<file path="src/rtl/i2cr_pkg.sv">
package i2cr_pkg;
  localparam int REG_W     = 8;
  localparam int EN_POS    = 7;
  localparam int LEAVE_POS = 6;
  localparam int WREL_POS  = 5;

  // A command bit counts only when written with the enable kept at 1
  // while the block is already enabled.
  function automatic logic cmd_hit(input logic wr, input logic en_now,
                                   input logic [REG_W-1:0] d, input int pos);
    return wr & en_now & d[EN_POS] & d[pos];
  endfunction

  // Next value of the enable bit.
  function automatic logic en_after(input logic wr, input logic en_now,
                                    input logic [REG_W-1:0] d);
    return wr ? d[EN_POS] : en_now;
  endfunction
endpackage

</file>
<file path="src/rtl/i2cr_cmd_port.sv">
module i2cr_cmd_port
  import i2cr_pkg::*;
(
  input  logic             clk,
  input  logic             rst_n,
  input  logic             wr_en,
  input  logic [REG_W-1:0] wr_data,
  output logic             en_q,
  output logic             en_next,
  output logic             en_rise,
  output logic             leave_acc,
  output logic             wrel_acc,
  output logic             leave_pulse,
  output logic             wrel_pulse
);
  assign en_next   = en_after(wr_en, en_q, wr_data);
  assign en_rise   = wr_en & ~en_q & wr_data[EN_POS];
  assign leave_acc = cmd_hit(wr_en, en_q, wr_data, LEAVE_POS);
  // abandon outranks release-wait in the same write
  assign wrel_acc  = cmd_hit(wr_en, en_q, wr_data, WREL_POS) & ~leave_acc;

  always_ff @(posedge clk or negedge rst_n) begin
    if (!rst_n) begin
      en_q        <= 1'b0;
      leave_pulse <= 1'b0;
      wrel_pulse  <= 1'b0;
    end else begin
      en_q        <= en_next;
      leave_pulse <= leave_acc;
      wrel_pulse  <= wrel_acc;
    end
  end
endmodule

</file>
<file path="src/rtl/i2cr_start_qual.sv">
module i2cr_start_qual #(
  parameter bit FILT_START = 1'b1
) (
  input  logic clk,
  input  logic rst_n,
  input  logic en_q,
  input  logic en_rise,
  input  logic scl_in,
  input  logic sda_in,
  input  logic filt_on,
  output logic start_seen
);
  logic sda_prev;
  logic fall_ev;
  logic en_start_ev;

  always_ff @(posedge clk or negedge rst_n) begin
    if (!rst_n) sda_prev <= 1'b1;
    else        sda_prev <= sda_in;
  end

  assign fall_ev = en_q & scl_in & sda_prev & ~sda_in;

  generate
    if (FILT_START) begin : g_en_start
      assign en_start_ev = en_rise & scl_in & ~sda_in & filt_on;
    end else begin : g_no_en_start
      assign en_start_ev = 1'b0 & filt_on & en_rise;
    end
  endgenerate

  assign start_seen = fall_ev | en_start_ev;
endmodule

</file>
<file path="src/rtl/i2cr_bus_state.sv">
module i2cr_bus_state (
  input  logic clk,
  input  logic rst_n,
  input  logic en_q,
  input  logic en_next,
  input  logic leave_acc,
  input  logic wrel_acc,
  input  logic start_seen,
  input  logic wait_req,
  input  logic ninth,
  input  logic dir_load,
  input  logic dir_val,
  input  logic eng_sda_low,
  input  logic eng_ack_low,
  output logic standby,
  output logic start_flag,
  output logic tx_dir,
  output logic scl_pull,
  output logic sda_pull,
  output logic tx_drop_ev
);
  logic wait_q;
  logic active;

  assign active     = en_q & ~standby;
  assign tx_drop_ev = wrel_acc & wait_q & ninth & tx_dir;

  always_ff @(posedge clk or negedge rst_n) begin
    if (!rst_n) begin
      standby    <= 1'b0;
      start_flag <= 1'b0;
      tx_dir     <= 1'b0;
      wait_q     <= 1'b0;
    end else if (!en_next) begin
      standby    <= 1'b0;
      start_flag <= 1'b0;
      tx_dir     <= 1'b0;
      wait_q     <= 1'b0;
    end else if (leave_acc) begin
      standby    <= 1'b1;
      start_flag <= 1'b0;
      tx_dir     <= 1'b0;
      wait_q     <= 1'b0;
    end else begin
      if (start_seen) begin
        standby    <= 1'b0;
        start_flag <= 1'b1;
      end
      if (wrel_acc)                wait_q <= 1'b0;
      else if (wait_req && active) wait_q <= 1'b1;
      if (tx_drop_ev)              tx_dir <= 1'b0;
      else if (dir_load && active) tx_dir <= dir_val;
    end
  end

  assign scl_pull = wait_q;
  assign sda_pull = active & (tx_dir ? eng_sda_low : eng_ack_low);
endmodule

</file>
<file path="src/rtl/i2c_ctl_release.sv">
module i2c_ctl_release
  import i2cr_pkg::*;
#(
  parameter bit FILT_START = 1'b1
) (
  input  logic             clk,
  input  logic             rst_n,
  input  logic             wr_en,
  input  logic [REG_W-1:0] wr_data,
  output logic [REG_W-1:0] rd_data,
  input  logic             scl_in,
  input  logic             sda_in,
  input  logic             filt_on,
  input  logic             eng_wait_req,
  input  logic             eng_ninth,
  input  logic             eng_dir_load,
  input  logic             eng_dir_val,
  input  logic             eng_sda_low,
  input  logic             eng_ack_low,
  output logic             core_rst,
  output logic             scl_pull,
  output logic             sda_pull,
  output logic             tx_dir,
  output logic             standby,
  output logic             start_flag,
  output logic             leave_pulse,
  output logic             wrel_pulse
);
  logic en_q, en_next, en_rise;
  logic leave_acc, wrel_acc;
  logic start_seen, tx_drop_ev;

  i2cr_cmd_port u_cmd (
    .clk(clk), .rst_n(rst_n), .wr_en(wr_en), .wr_data(wr_data),
    .en_q(en_q), .en_next(en_next), .en_rise(en_rise),
    .leave_acc(leave_acc), .wrel_acc(wrel_acc),
    .leave_pulse(leave_pulse), .wrel_pulse(wrel_pulse)
  );

  i2cr_start_qual #(.FILT_START(FILT_START)) u_start (
    .clk(clk), .rst_n(rst_n), .en_q(en_q), .en_rise(en_rise),
    .scl_in(scl_in), .sda_in(sda_in), .filt_on(filt_on),
    .start_seen(start_seen)
  );

  i2cr_bus_state u_bus (
    .clk(clk), .rst_n(rst_n), .en_q(en_q), .en_next(en_next),
    .leave_acc(leave_acc), .wrel_acc(wrel_acc), .start_seen(start_seen),
    .wait_req(eng_wait_req), .ninth(eng_ninth),
    .dir_load(eng_dir_load), .dir_val(eng_dir_val),
    .eng_sda_low(eng_sda_low), .eng_ack_low(eng_ack_low),
    .standby(standby), .start_flag(start_flag), .tx_dir(tx_dir),
    .scl_pull(scl_pull), .sda_pull(sda_pull), .tx_drop_ev(tx_drop_ev)
  );

  assign core_rst = ~en_q;
  always_comb begin
    rd_data         = '0;
    rd_data[EN_POS] = en_q;
  end
endmodule

</file>
<file path="config.mk">
export PLATFORM = sky130hd
export DESIGN_NAME = i2c_ctl_release
export DESIGN_NICKNAME = d
export VERILOG_FILES = /design/src/rtl/i2cr_pkg.sv /design/src/rtl/i2cr_cmd_port.sv /design/src/rtl/i2cr_start_qual.sv /design/src/rtl/i2cr_bus_state.sv /design/src/rtl/i2c_ctl_release.sv
export SDC_FILE = /design/constraint.sdc
export NUM_CORES = 1
export LEC_CHECK = 0
export BUFFER_PORTS_ARGS = -buffer_cell sky130_fd_sc_hd__buf_2
export CAP_MARGIN = 20
export CELL_PAD_IN_SITES_DETAIL_PLACEMENT = 2
export CELL_PAD_IN_SITES_GLOBAL_PLACEMENT = 2
export CORE_MARGIN = 2
export CORE_UTILIZATION = 17
export CTS_BUF_LIST = sky130_fd_sc_hd__clkbuf_8 sky130_fd_sc_hd__clkbuf_16
export CTS_CLUSTER_DIAMETER = 50
export CTS_CLUSTER_SIZE = 28
export DETAILED_ROUTE_END_ITERATION = 8
export HOLD_SLACK_MARGIN = 0.02
export PLACE_DENSITY_LB_ADDON = 0.1
export SYNTH_ARGS = -nofsm -noshare
export SYNTH_HDL_FRONTEND = slang
export SYNTH_SLANG_ARGS = --single-unit
export TNS_END_PERCENT = 5
</file>
<file path="constraint.sdc">
create_clock -name clk -period 1 [get_ports clk]
set_input_delay 0.1 -clock clk [delete_from_list [all_inputs] [get_ports clk]]
set_output_delay 0.1 -clock clk [all_outputs]
set_load 0.01 [all_outputs]
</file>
Word-level counts from Yosys, hierarchy flattened. Cells that the tools add are included.

Equal/unequal tests: 3. Bitwise logic cells: 23. Multiplexer cells: 16. Reductions and logical operators: 2.

Operator list (count): 1-bit bitwise AND (18); 1-bit two-way mux (16); 4-bit inequality test, second input constant (2); 1-bit inverter (4); 3-bit inequality test, second input constant (1); 1-bit logical AND (2); 1-bit bitwise OR (1).

Input bits: 20. Bits in registers: 8.

Logic depth before layout (Yosys ltp).
Word-level depth: 11. Mapped depth: 3. Mapped depth without buffers: 3.

By module. From an unflattened synthesis, not the netlist that was laid out.

Cells, all modules: 42. Area total of the unflattened synthesis: 420.4 µm².

Modules (own cells, without submodules): i2cr_bus_state (area an instance 190.2 µm², seq. area each 100.1 µm², cells each 18, times used 1); i2cr_cmd_port (area an instance 116.4 µm², seq. area each 75.1 µm², cells each 11, times used 1); i2c_ctl_release (area an instance 67.6 µm², seq. area each 0.0 µm², cells each 10, times used 1); i2cr_start_qual (area an instance 46.3 µm², seq. area each 26.3 µm², cells each 3, times used 1).

Least setup slack after synthesis. No wires, ideal clock.

Kind: register to register. Start point: reg u_cmd.en_q. End point: reg u_bus.standby. Arrival: 905 ps. Setup slack: -38 ps. Clock period less this slack: 1038 ps. Cell stages (with the launch flop): 4. Setup time: 134 ps. Required time: 866 ps. Cells stage by stage: dfrtp_1 nor2b_2 nor4b_2 o22ai_1.

Word-level cells in the longest chain between the ends: 8.

Ends and longest elaborated chain: start, declared (RTL line i2cr_cmd_port.sv:8) `output logic en_q,`; start signal, assigned (RTL line i2cr_cmd_port.sv:28) `en_q <= en_next;`; 1-bit inverter (RTL line i2cr_cmd_port.sv:17) `assign en_rise = wr_en & ~en_q & wr_data[EN_POS];`; 1-bit bitwise AND (2 in a row) (RTL line i2cr_cmd_port.sv:17); 1-bit bitwise AND (3 in a row) (RTL line i2cr_start_qual.sv:26) `assign en_start_ev = en_rise & scl_in & ~sda_in & filt_on;`; 1-bit bitwise OR (RTL line i2cr_start_qual.sv:32) `assign start_seen = fall_ev | en_start_ev;`; 3-bit inequality test (no line); end signal, assigned (RTL line i2cr_bus_state.sv:30) `standby <= 1'b0;`; end signal, assigned (RTL line i2cr_bus_state.sv:35) `standby <= 1'b0;`; end signal, assigned (RTL line i2cr_bus_state.sv:40) `standby <= 1'b1;`; end, declared (RTL line i2cr_bus_state.sv:15) `output logic standby,`.

Several ways; a longest one is shown, not always the timed one. A chain may end at the register's enable or synchronous reset.

Worst setup path after layout.
Start point: reg u_bus.standby. End point: out sda_pull.

Word-level cells in the longest chain between the ends: 3.

Ends and longest elaborated chain: 1-bit inverter (RTL line i2cr_bus_state.sv:25) `assign active = en_q & ~standby;`; 1-bit bitwise AND (RTL line i2cr_bus_state.sv:25); 1-bit bitwise AND (RTL line i2cr_bus_state.sv:57) `assign sda_pull = active & (tx_dir ? eng_sda_low : eng_ack_low);`; end, declared (RTL line i2c_ctl_release.sv:22) `output logic sda_pull,`.

Every way passes these cells.

==> reports/qor.txt <==
Hold EP = u_cmd.en_q$_DFF_PN0_
Initial core utilization = 0.177
Count of final max-slew check failures = 0
Vias/cell = 3.96
Most common cell after layout, fill and taps aside = buf_2
Number of global-route vias before repair = 426
Initial DRC Count = 0
Max VDD drop = 0.000591 V
Crit Path Class = reg2out
DIE AREA = 2970 µm²
Fin crit share = 1.18
Worst Setup Slack, final = -175 ps
Failing checks = setup timing
Reg2Reg Setup Slack = -130 ps
Antenna violations before repair = 0
Vias post-DR = 416
Hpwl dp = 1.01 mm
Clk network pwr share = 0.429
Hold Vio Cnt, Final = 0
Clk buf depth = 2
Ant diodes = 0
Grt ovf = 0
Seq/Total Area, Yosys = 0.464
WHS = 112 ps
Dpl cell area = 587 µm²
Share of layout cells above drive strength 1 = 0.533
Status = complete, but fails checks
Ordered cell list for the critical path = buf_6, nor3_1, buf_2
Largest net degree at the start of global routing = 10
Clk slew on worst S/H paths = 50 ps
Mean Syn Cell Area = 10.3 µm²
Placed Instances = 98
Post-route cell area = 688 µm²
Die Width = 54.5 µm
Int Pwr = 702 µW
Tmin final = 1180 ps
DRT antenna net count = 0
Met3 WL = 121 µm
Pwr dens = 1380 nW/µm²
Rows = 18
Arr. time, crit path = 1080 ps
Worst Path Max Fanout = 3
Hold Path Cell Cnt = 2
Min-delay src = wr_en
Io pins = 36
H-tree depth = 1
Clk Latency, worst-skew pair = 230 ps
Root buf cell = clkbuf_8
Input/output buffers = 23
Die Y-Extent = 54.5 µm
Skew final = 8.96 ps
Highest routing layer actually used = met4
Area delta synth->final = 58.5%
Critical path endpoint category = output port
Gr usage total = 0.0985
Sw Share = 0.262
CTS sink cnt = 8
Routed WL = 1.27 mm
CTS tree = done
Psw = 249 µW
Post-Route M1 WL = 512 µm
Detailed-route wire length per cell = 12.0 µm
RSZ-0062 raised after global routing = yes
TritonCTS buffer count = 3
Hold Path Class = in2reg
Main synth FF type = dfrtp_1
Sequential share of power = 0.379
Critical-path top delay cell = dfrtp_1
Highest clock rate = 0.851 GHz
Core area = 2450 µm²
Dpl ws = -225 ps
Max-cap viol count = 0
Worst r2r src = u_cmd.en_q$_DFF_PN0_
Static leakage = 0.374 nW
CP max stage delay = 410 ps
Share of flip-flops with an asynchronous set or reset = 1.00
Mapped Area = 434 µm²
WL met2 = 621 µm
DRC = 0
Cells after synthesis = 42
Final #Nets = 96
First-pass GRT wire length = 1.93 mm
Critical Path Source Type = register
Synthesis Warnings = 0
Reg2reg end = u_bus.standby$_DFFE_PN0P_
Share of total power in combinational logic = 0.192
Library cells used by synthesis = 23
Reg2reg path depth = 3
Highest-count cells in the layout ignoring fill and taps = 22 x buf_2, 7 x conb_1, 6 x dfrtp_1
Drt pass-1 iters = 1
Synth Register Bits = 8
Setup violators final = 6
WP data required = 900 ps
Routability cong. = 0.681
Final instance count without filler cells = 105
EDFF count, synth = 0
==> registers in the layout, indices dropped and copies added, names as in the netlist <==
name / flops
u_cmd.leave_pulse: 1
u_start.sda_prev: 1
u_bus.start_flag: 1
u_bus.standby: 1
u_bus.tx_dir: 1
u_bus.scl_pull: 1
u_cmd.wrel_pulse: 1
u_cmd.en_q: 1
==> worst max-delay path by stage <==
stage / start / endpoint / slack, ps / depth (start not counted)
finish: u_bus.standby$_DFFE_PN0P_ / sda_pull / -180 / 3
global placement: u_cmd.en_q$_DFF_PN0_ / u_bus.standby$_DFFE_PN0P_ / -120 / 3
global route: u_cmd.en_q$_DFF_PN0_ / sda_pull / -250 / 3
floorplan: u_cmd.en_q$_DFF_PN0_ / u_bus.standby$_DFFE_PN0P_ / -40 / 3
detailed placement: u_cmd.en_q$_DFF_PN0_ / u_bus.standby$_DFFE_PN0P_ / -220 / 3
CTS: u_cmd.en_q$_DFF_PN0_ / sda_pull / -180 / 3
==> layer usage <==
layer / up-vias / track usage
met5: - / 0
met4: 0 / 0.0375
met3: 2 / 0.0519
met2: 23 / 0.163
met1: 195 / 0.106
li1: 196 / -
==> cell usage after synthesis, drive strengths merged, types with 2 or more instances <==
library cell / count / share of area
buf: 8 / 0.14
o21ai: 3 / 0.035
nand2: 2 / 0.017
nor2: 3 / 0.026
dfrtp: 7 / 0.40
mux2i: 2 / 0.046
==> worst max-delay path, delay by kind of cell (launching register included) <==
kind | cells | cell delay [ps]
buffers and inverters | 2 | 280
flip-flops | 1 | 410
AND/OR/NAND/NOR | 1 | 150
==> power by group through the flow <==
stage               sequential, mW  combinational, mW  clock, mW
global placement             0.364              0.162          0
global route                 0.363              0.202      0.448
CTS                          0.360              0.179      0.429
detailed placement           0.365              0.163          0
finish                       0.360              0.183      0.408
floorplan                    0.365             0.0920          0
==> metrics by stage <==
step	setup TNS, ps	utilization	power [mW]
floorplan	-56.2	-	0.457
global placement	-454	0.239	0.526
detailed placement	-689	0.239	0.528
CTS	-787	0.273	0.968
global route	-1160	0.280	1.01
finish	-748	0.280	0.951
==> logic make-up (layout without fill, tap and decap cells) <==
logic type / Yosys count / in the layout / share of synthesized area
other cells: 1 / 7 / 0.00864
simple gates: 14 / 14 / 0.210
flops: 8 / 8 / 0.464
compound gates: 8 / 8 / 0.124
buf+inv: 9 / 36 / 0.147
mux: 2 / 2 / 0.0461
==> cell type report <==
type                       instances  area [µm²]
fill                             287        1770
timing repair buffer              31         190
sequential                         8         203
clock inverter                     1        3.75
multi-input combinational         31         209
inverter                           1        3.75
clock buffer                       3        41.3
tap                               30        37.5
==> repair_timing <==
action	CTS	global route
endpoints found under the hold margin	9	0
setup buffers	1	0
endpoints found under the setup margin	9	8
hold buffers	2	0
gates resized for setup	2	4
Note: power is estimated with default switching activity, not from simulation.
